**src/rtl/slk_pkg.sv**
```systemverilog
package slk_pkg;
  localparam logic [7:0] OP_RD_LOCK = 8'hE0;
  localparam logic [7:0] OP_WR_LOCK = 8'hE1;
  localparam logic [7:0] BYTE_LOCKED   = 8'h00;
  localparam logic [7:0] BYTE_UNLOCKED = 8'hFF;

  typedef enum logic [1:0] {
    QK_NONE  = 2'b00,
    QK_READ  = 2'b01,
    QK_PROG  = 2'b10,
    QK_ERASE = 2'b11
  } qkind_e;
endpackage

```
**src/rtl/slk_index.sv**
```systemverilog
module slk_index #(
  parameter int ADDR_W       = 24,
  parameter int SECTOR_SHIFT = 16,
  localparam int IDX_W       = ADDR_W - SECTOR_SHIFT
) (
  input  logic [ADDR_W-1:0] addr,
  output logic [IDX_W-1:0]  idx
);
  logic unused_low;
  assign unused_low = ^addr[SECTOR_SHIFT-1:0];
  assign idx        = addr[ADDR_W-1:SECTOR_SHIFT];
endmodule

```
**src/rtl/slk_bits.sv**
```systemverilog
module slk_bits #(
  parameter int   IDX_W        = 8,
  parameter logic RESET_UNLOCK = 1'b1,
  localparam int  NSEC         = 1 << IDX_W
) (
  input  logic             clk,
  input  logic             rst,
  input  logic             we,
  input  logic [IDX_W-1:0] widx,
  input  logic             wval,
  input  logic [IDX_W-1:0] ridx_a,
  output logic             rbit_a,
  input  logic [IDX_W-1:0] ridx_b,
  output logic             rbit_b
);
  logic [NSEC-1:0] flags;

  for (genvar s = 0; s < NSEC; s++) begin : g_flag
    always_ff @(posedge clk) begin
      if (rst) begin
        flags[s] <= RESET_UNLOCK;
      end else if (we && (widx == IDX_W'(s))) begin
        flags[s] <= wval;
      end
    end
  end

  assign rbit_a = flags[ridx_a];
  assign rbit_b = flags[ridx_b];
endmodule

```
**src/rtl/slk_query.sv**
```systemverilog
module slk_query
  import slk_pkg::*;
(
  input  logic [1:0] kind,
  input  logic       unlocked,
  output logic       inhibit
);
  logic alters_array;
  always_comb begin
    unique case (qkind_e'(kind))
      QK_PROG, QK_ERASE: alters_array = 1'b1;
      default:           alters_array = 1'b0;
    endcase
  end
  assign inhibit = alters_array && !unlocked;
endmodule

```
**src/rtl/sector_lock_reg.sv**
```systemverilog
module sector_lock_reg
  import slk_pkg::*;
#(
  parameter int   ADDR_W       = 24,
  parameter int   SECTOR_SHIFT = 16,
  parameter logic RESET_UNLOCK = 1'b1,
  localparam int  IDX_W        = ADDR_W - SECTOR_SHIFT
) (
  input  logic              clk,
  input  logic              rst,
  input  logic              cmd_valid,
  input  logic [7:0]        cmd_op,
  input  logic [ADDR_W-1:0] cmd_addr,
  input  logic [7:0]        cmd_wdata,
  output logic              rd_valid,
  output logic [7:0]        rd_byte,
  input  logic [1:0]        q_kind,
  input  logic [ADDR_W-1:0] q_addr,
  output logic              q_inhibit
);
  logic [IDX_W-1:0] cmd_idx, q_idx;
  logic             cmd_bit, q_bit;
  logic             do_wr, do_rd;

  slk_index #(.ADDR_W(ADDR_W), .SECTOR_SHIFT(SECTOR_SHIFT)) u_cmd_idx (
    .addr(cmd_addr), .idx(cmd_idx));
  slk_index #(.ADDR_W(ADDR_W), .SECTOR_SHIFT(SECTOR_SHIFT)) u_q_idx (
    .addr(q_addr), .idx(q_idx));

  assign do_wr = cmd_valid && (cmd_op == OP_WR_LOCK);
  assign do_rd = cmd_valid && (cmd_op == OP_RD_LOCK);

  slk_bits #(.IDX_W(IDX_W), .RESET_UNLOCK(RESET_UNLOCK)) u_bits (
    .clk(clk), .rst(rst),
    .we(do_wr), .widx(cmd_idx), .wval(cmd_wdata != BYTE_LOCKED),
    .ridx_a(cmd_idx), .rbit_a(cmd_bit),
    .ridx_b(q_idx),   .rbit_b(q_bit));

  slk_query u_query (.kind(q_kind), .unlocked(q_bit), .inhibit(q_inhibit));

  always_ff @(posedge clk) begin
    if (rst) begin
      rd_valid <= 1'b0;
      rd_byte  <= 8'h00;
    end else begin
      rd_valid <= do_rd;
      if (do_rd) rd_byte <= cmd_bit ? BYTE_UNLOCKED : BYTE_LOCKED;
    end
  end
endmodule

```
**config.mk**
```make
export PLATFORM = sky130hd
export DESIGN_NAME = sector_lock_reg
export DESIGN_NICKNAME = d
export VERILOG_FILES = /design/src/rtl/slk_pkg.sv /design/src/rtl/slk_index.sv /design/src/rtl/slk_bits.sv /design/src/rtl/slk_query.sv /design/src/rtl/sector_lock_reg.sv
export SDC_FILE = /design/constraint.sdc
export NUM_CORES = 1
export LEC_CHECK = 0
export BUFFER_PORTS_ARGS = -buffer_cell sky130_fd_sc_hd__buf_4
export CAP_MARGIN = 20
export CORE_MARGIN = 2
export CORE_UTILIZATION = 55
export DETAILED_ROUTE_END_ITERATION = 16
export GPL_TIMING_DRIVEN = 1
export PLACE_DENSITY = 0.74
export RECOVER_POWER = 100
export SLEW_MARGIN = 10
export SYNTH_ARGS = -nofsm -noshare
export SYNTH_HDL_FRONTEND = slang
export SYNTH_SLANG_ARGS = --single-unit
```
**constraint.sdc**
```tcl
create_clock -name clk -period 2.66 [get_ports clk]
set_clock_uncertainty 0.05 [all_clocks]
set_input_delay 0.133 -clock clk [delete_from_list [all_inputs] [get_ports clk]]
set_output_delay 0.133 -clock clk [all_outputs]
set_load 0.03 [all_outputs]
```
==> results of run 1 <==
## registers in the layout, indices dropped and copies added (netlist names)
register	flops
u_bits.flags	256
rd_byte	1
rd_valid	1
## where the power goes
part | internal (uW) | switching [uW]
combinational | 251 | 407
sequential | 3860 | 0.131
clock | 2130 | 1600
## cell type report
class	count	share of cell area, %
Timing Repair Buffer	150	7.52
Multi-Input combinational cell	860	50.7
Clock inverter	8	0.445
Clock buffer	40	5.07
Sequential cell	258	33.5
Tap cell	330	2.67
Inverter	5	0.138
## Yosys cell counts (all sizes together) (2+ instances only)
master / n / share of area (%)
a211o: 2 / 0.13
o22ai: 4 / 0.18
a211oi: 3 / 0.16
o21ai: 261 / 9.4
nand3: 30 / 1.1
nor2b: 13 / 0.59
mux2i: 28 / 2.0
nand3b: 3 / 0.16
a22o: 7 / 0.44
a2111oi: 3 / 0.19
nand2b: 5 / 0.23
a21oi: 6 / 0.22
a22oi: 17 / 0.92
nand4: 4 / 0.18
buf: 59 / 2.5
inv: 5 / 0.14
a41oi: 2 / 0.13
clkbuf: 150 / 4.1
or4: 2 / 0.11
a311oi: 2 / 0.13
nor2: 14 / 0.38
and2: 4 / 0.18
mux2: 3 / 0.24
o311ai: 261 / 17
mux4: 123 / 20
nand4b: 2 / 0.13
nor3: 4 / 0.14
a221oi: 7 / 0.44
dfxtp: 258 / 37
a31oi: 6 / 0.27
nand2: 34 / 0.92
## per-layer routing
metal / global-route usage (%) / up-vias / routed length (um)
li1: - / 5468 / -
met1: 43.6 / 6148 / 16500
met2: 48.9 / 760 / 19700
met3: 6.44 / 142 / 4500
met4: 13.5 / 0 / 1790
met5: 0 / - / 0
## final timing paths
path | start | endpoint | slack (ns) | cells after the start
max reg2reg | u_bits.flags[43] | rd_byte[6] | 0.47 | 6
min | cmd_op[3] | rd_valid | 0.01 | 4
max | u_bits.flags[251] | q_inhibit | -0.47 | 9
min reg2reg | u_bits.flags[46] | u_bits.flags[46] | 0.49 | 2
## kinds of logic after synthesis
group	after synthesis	synth area share, %
DFF	258	37.2
muxes	154	22.3
buffers and inverters	214	6.71
AOI/OAI and AO/OA	587	29.5
and+or+nand+nor	119	4.29
## worst max-delay path: stages, from the launching register on
cell      delay (ns)
dfxtp_1         0.33
mux4_2          0.49
a22o_1          0.21
a221oi_2        0.18
buf_4           0.16
o22ai_2         0.07
o311ai_2        0.28
o31ai_2         0.16
a311oi_2        0.31
buf_4           0.21
## through the flow
step           TNS, ns  total power [uW]
2_1_floorplan        0              4340
3_3_place_gp    -0.164              4580
3_5_place_dp    -0.157              4580
4_1_cts         -0.446              8250
5_1_grt         -0.724              8440
6_report        -0.466              8250
## repair_timing
item | in CTS | in global routing
hold buffers | 2 | 0
setup buffers | 3 | 0
pin swaps | 5 | 3
setup endpoints to repair | 1 | 1
resized for setup | 15 | 6
hold endpoints to repair | 55 | 0
==> results_dict.tcl, run 1 <==
set metrics [dict create \
    cts.sinks 258 \
    syn-num-nets 1401 \
    io_buffer_count 45 \
    cts_tree "yes" \
    syn_inst 1332 \
    rsz0062_at_grt "yes" \
    critPathMaxFanout 3 \
    start_util_pct 55.6 \
    num_rows 58 \
    report.final.slew_viol_count 0 \
    ys_warn_count 0 \
    place_congestion 0.884 \
    setup_ws_ns -0.466 \
    cts-root-buf "clkbuf_16" \
    synth-seq-cells 258 \
    viasPerCell 7.58 \
    utilization_pct 61.9 \
    min_period_ns 3.13 \
    drt_iter0_drc 2079 \
    pre_cts_slack_ns -0.157 \
    fin_cells 1651 \
    timing.final.crit_share_pct 118 \
    area_delta_synth_final_pct 11.3 \
    io_pins 79 \
    setup-violations-final 1 \
    antennaDiodeCount 0 \
    htreeDepth 1 \
    required_ns 2.48 \
    coreArea_um2 25000 \
    drc_errors 0 \
    die_area_um2 26500 \
    hold_ws_ns 0.0112 \
    globalRouteOverflowTotal 0 \
    final_cell_mix "o21ai_0, o311ai_0, dfxtp_1, mux4_2, buf_4" \
    max-cap-violations 0 \
    slew_headroom_pct 4.05 \
    synth_area_um2 13900 \
    status "finished with violations" \
    antenna_found_initial 1 \
    fill_cells 2024 \
    mostFrequentLayoutCell "o21ai_0" \
    ant_nets 0 \
    grt_pass1_vias 11532 \
    drt-wirelength-per-cell_um 25.8 \
    dieWidth_um 163 \
    ys_types 50 \
    ys_seq_area_share_pct 37.2 \
    cts_buffer_depth 3 \
    cp-start-kind "register" \
    grt_start_max_net_pins 135 \
    synth_edf_count 0 \
    violations "setup timing" \
    postPlaceCellArea_um2 14700 \
    cellPowerDensity_nw_per_um2 534 \
    path_clk_slew_ns 0.06 \
    drt_wl_total_um 42600 \
    worstMarginPinSlew_ns 1.44 \
    via_count 12518 \
    layout-drive-gt1-share_pct 23.2 \
    register_area_um2 5180 \
    critical_path_arrival_ns 2.94 \
    avgSynthCellArea_um2 10.4 \
    clock_latency_ns 0.56 \
    ir_drop_uv 450 \
    leakage_uw 0.00473 \
    die_h_um 163 \
    worstSetupPathType "register to output pin" \
    dpl.cell_count 1598 \
    dr.pass1.iters 6 \
    worstHoldPathType "input port to register" \
    fmax_mhz 320 \
    hold_viol 0 \
    stdcell_area_um2 15500 \
    gr-usage-all-layers_pct 31.7 \
    multiInputGateArea_um2 7830 \
    cts_inserted_buffers 27 \
    place_hpwl_um 26600 \
    crit_path_end_kind "output pin" \
    nNetsFinal 1371 \
    ys.flop_type "dfxtp_1" \
    grt_first_pass_wirelength_um 66000 \
    ys_async_sr_fraction_pct 0 \
]
Note: power is estimated with default switching activity, not from simulation.
==> run 2, diff against run 1 <==
BUFFER_PORTS_ARGS = default   (was -buffer_cell sky130_fd_sc_hd__buf_4)
DONT_BUFFER_PORTS = 1   (was default)
PLACE_DENSITY = 0.71   (was 0.74)
==> run 2 against run 1 <==
Compared with the run above:
- the flow still finishes with violations (setup timing)
- critical path depth shrank 1
- design area shrank 3.2%
- wire length shrank 0.94%
- critical path type unchanged
==> results_dict.tcl, run 2 (synthesis results as in run 1) <==
set metrics [dict create \
    fmax_mhz 327 \
    drt_wl_total_um 42200 \
    viasPerCell 7.66 \
    area_delta_synth_final_pct 7.73 \
    ant_nets 0 \
    fin_cells 1570 \
    cpMaxStageDelayCell "mux4_2" \
    largest_reg_flops 256 \
    critPathMaxFanout 3 \
    grt_start_max_net_pins 94 \
    gr-usage-all-layers_pct 31.2 \
    crit_chain "mux4_2, a22o_1, a221oi_2, o22ai_4, o311ai_2, o31ai_2, a311oi_2, buf_4" \
    place_congestion 0.854 \
    cts_buffer_depth 3 \
    die_area_um2 26500 \
    cts.sinks 258 \
    worstMarginPinSlew_ns 1.22 \
    drt_iter0_drc 1634 \
    cts_inserted_buffers 28 \
    setup-violations-final 1 \
    report.final.slew_viol_count 0 \
    critical_path_arrival_ns 2.87 \
    top_register "u_bits.flags" \
    dieWidth_um 163 \
    nNetsFinal 1287 \
    crit_path_end_kind "output pin" \
    drt-wirelength-per-cell_um 26.9 \
    cp-start-kind "register" \
    grt_first_pass_wirelength_um 64600 \
    max-cap-violations 0 \
    cts_tree "yes" \
    num_rows 58 \
    via_count 12029 \
    cellPowerDensity_nw_per_um2 564 \
    globalRouteOverflowTotal 0 \
    drc_errors 0 \
    die_h_um 163 \
    violations "setup timing" \
    hold_ws_ns 0.0294 \
    leakage_uw 0.00442 \
    reg2reg_from "u_bits.flags[27]" \
    antenna_found_initial 0 \
    ir_drop_uv 470 \
    path_clk_slew_ns 0.06 \
    clock_latency_ns 0.55 \
    worstSetupPathType "register to output pin" \
    slowest_delay_ns 0.48 \
    hold_viol 0 \
    cts-root-buf "clkbuf_16" \
    dpl.cell_count 1507 \
    mostFrequentLayoutCell "o21ai_0" \
    required_ns 2.48 \
    status "finished with violations" \
    layout-drive-gt1-share_pct 18.5 \
    antennaDiodeCount 0 \
    place_hpwl_um 23800 \
    setup_ws_ns -0.395 \
    timing.final.crit_share_pct 115 \
    cp_top_family "compound AO/OA/AOI/OAI gates" \
    dr.pass1.iters 8 \
    coreArea_um2 25000 \
    start_util_pct 55.6 \
    fill_cells 2065 \
    io_pins 79 \
    grt_pass1_vias 10885 \
    startpoint "u_bits.flags[191]" \
    slew_headroom_pct 18.3 \
    io_buffer_count 0 \
    worstHoldStart "cmd_addr[19]" \
    rsz0062_at_grt "yes" \
    htreeDepth 1 \
    worstHoldPathType "input port to register" \
    final_cell_mix "o21ai_0, o311ai_0, dfxtp_1, mux4_2, nand2_1" \
    min_period_ns 3.06 \
    top_regs "u_bits.flags: 256 flops, rd_byte: 1 flops, rd_valid: 1 flops" \
    crit_buf_inv 1 \
]
-- run 2: cell types whose count changed in the layout (fill, tap and decap cells not counted), sizes merged --
cell	previous run	this run
buf	104	28
bufinv	1	3
clkbuf	84	70
dlygate4sd3	2	10
inv	6	5
-- run 2: area by class of cell --
type	instances	area [um2]	area share (%)
clock buffer	43	878	5.87
sequential	258	5170	34.5
tap	330	413	2.76
timing repair buffer	65	504	3.37
multi-input combinational	860	7850	52.5
clock inverter	9	120	0.803
inverter	5	23.8	0.159
-- run 2: final timing paths --
kind                        to  slack [ns]  depth (start not counted)
max                  q_inhibit       -0.40                          8
min                 rd_byte[6]        0.03                          4
max reg2reg         rd_byte[6]        0.42                          6
min reg2reg  u_bits.flags[111]        0.48                          2
-- run 2: per-stage QoR --
stage | total power (uW) | utilization, % | setup TNS (ns) | worst slack [ns] | area, um2
CTS | 8440 | 60.1 | -0.426 | -0.426 | 15000
global placement | 4310 | 55.7 | 0 | 0.0474 | 13900
floorplan | 4340 | - | 0 | 0.0452 | 13900
detailed placement | 4310 | 55.7 | 0 | 0.0828 | 13900
global route | 8630 | 59.9 | -0.536 | -0.536 | 15000
finish | 8440 | 59.9 | -0.395 | -0.395 | 15000
-- run 2: timing repair --
| action | CTS | global route |
|---|---|---|
| pin swaps | 4 | 5 |
| endpoints found under the setup margin | 1 | 1 |
| hold buffers | 10 | 0 |
| gates resized for setup | 6 | 10 |
| buffers inserted | 0 | 1 |
| hold endpoints to repair | 91 | 0 |
-- run 2: report_power, final --
| part | total [uW] | internal (uW) | switching [uW] |
|---|---|---|---|
| combinational | 395 | 167 | 228 |
| sequential | 3860 | 3860 | 0.420 |
| clock | 4180 | 2550 | 1630 |
-- run 2: routing by layer --
layer | GRT usage [%] | share of wire [%] | vias up
met5 | 0 | 0 | -
li1 | - | - | 5295
met4 | 13.4 | 4.4 | 0
met1 | 43.6 | 40 | 5961
met3 | 5.86 | 9.2 | 132
met2 | 47.5 | 46 | 641
-- run 2: tightest hold or removal path, stage by stage --
cell	delay, ns
a21oi_1	0.03
a211o_1	0.21
nand3_1	0.10
a31oi_1	0.08
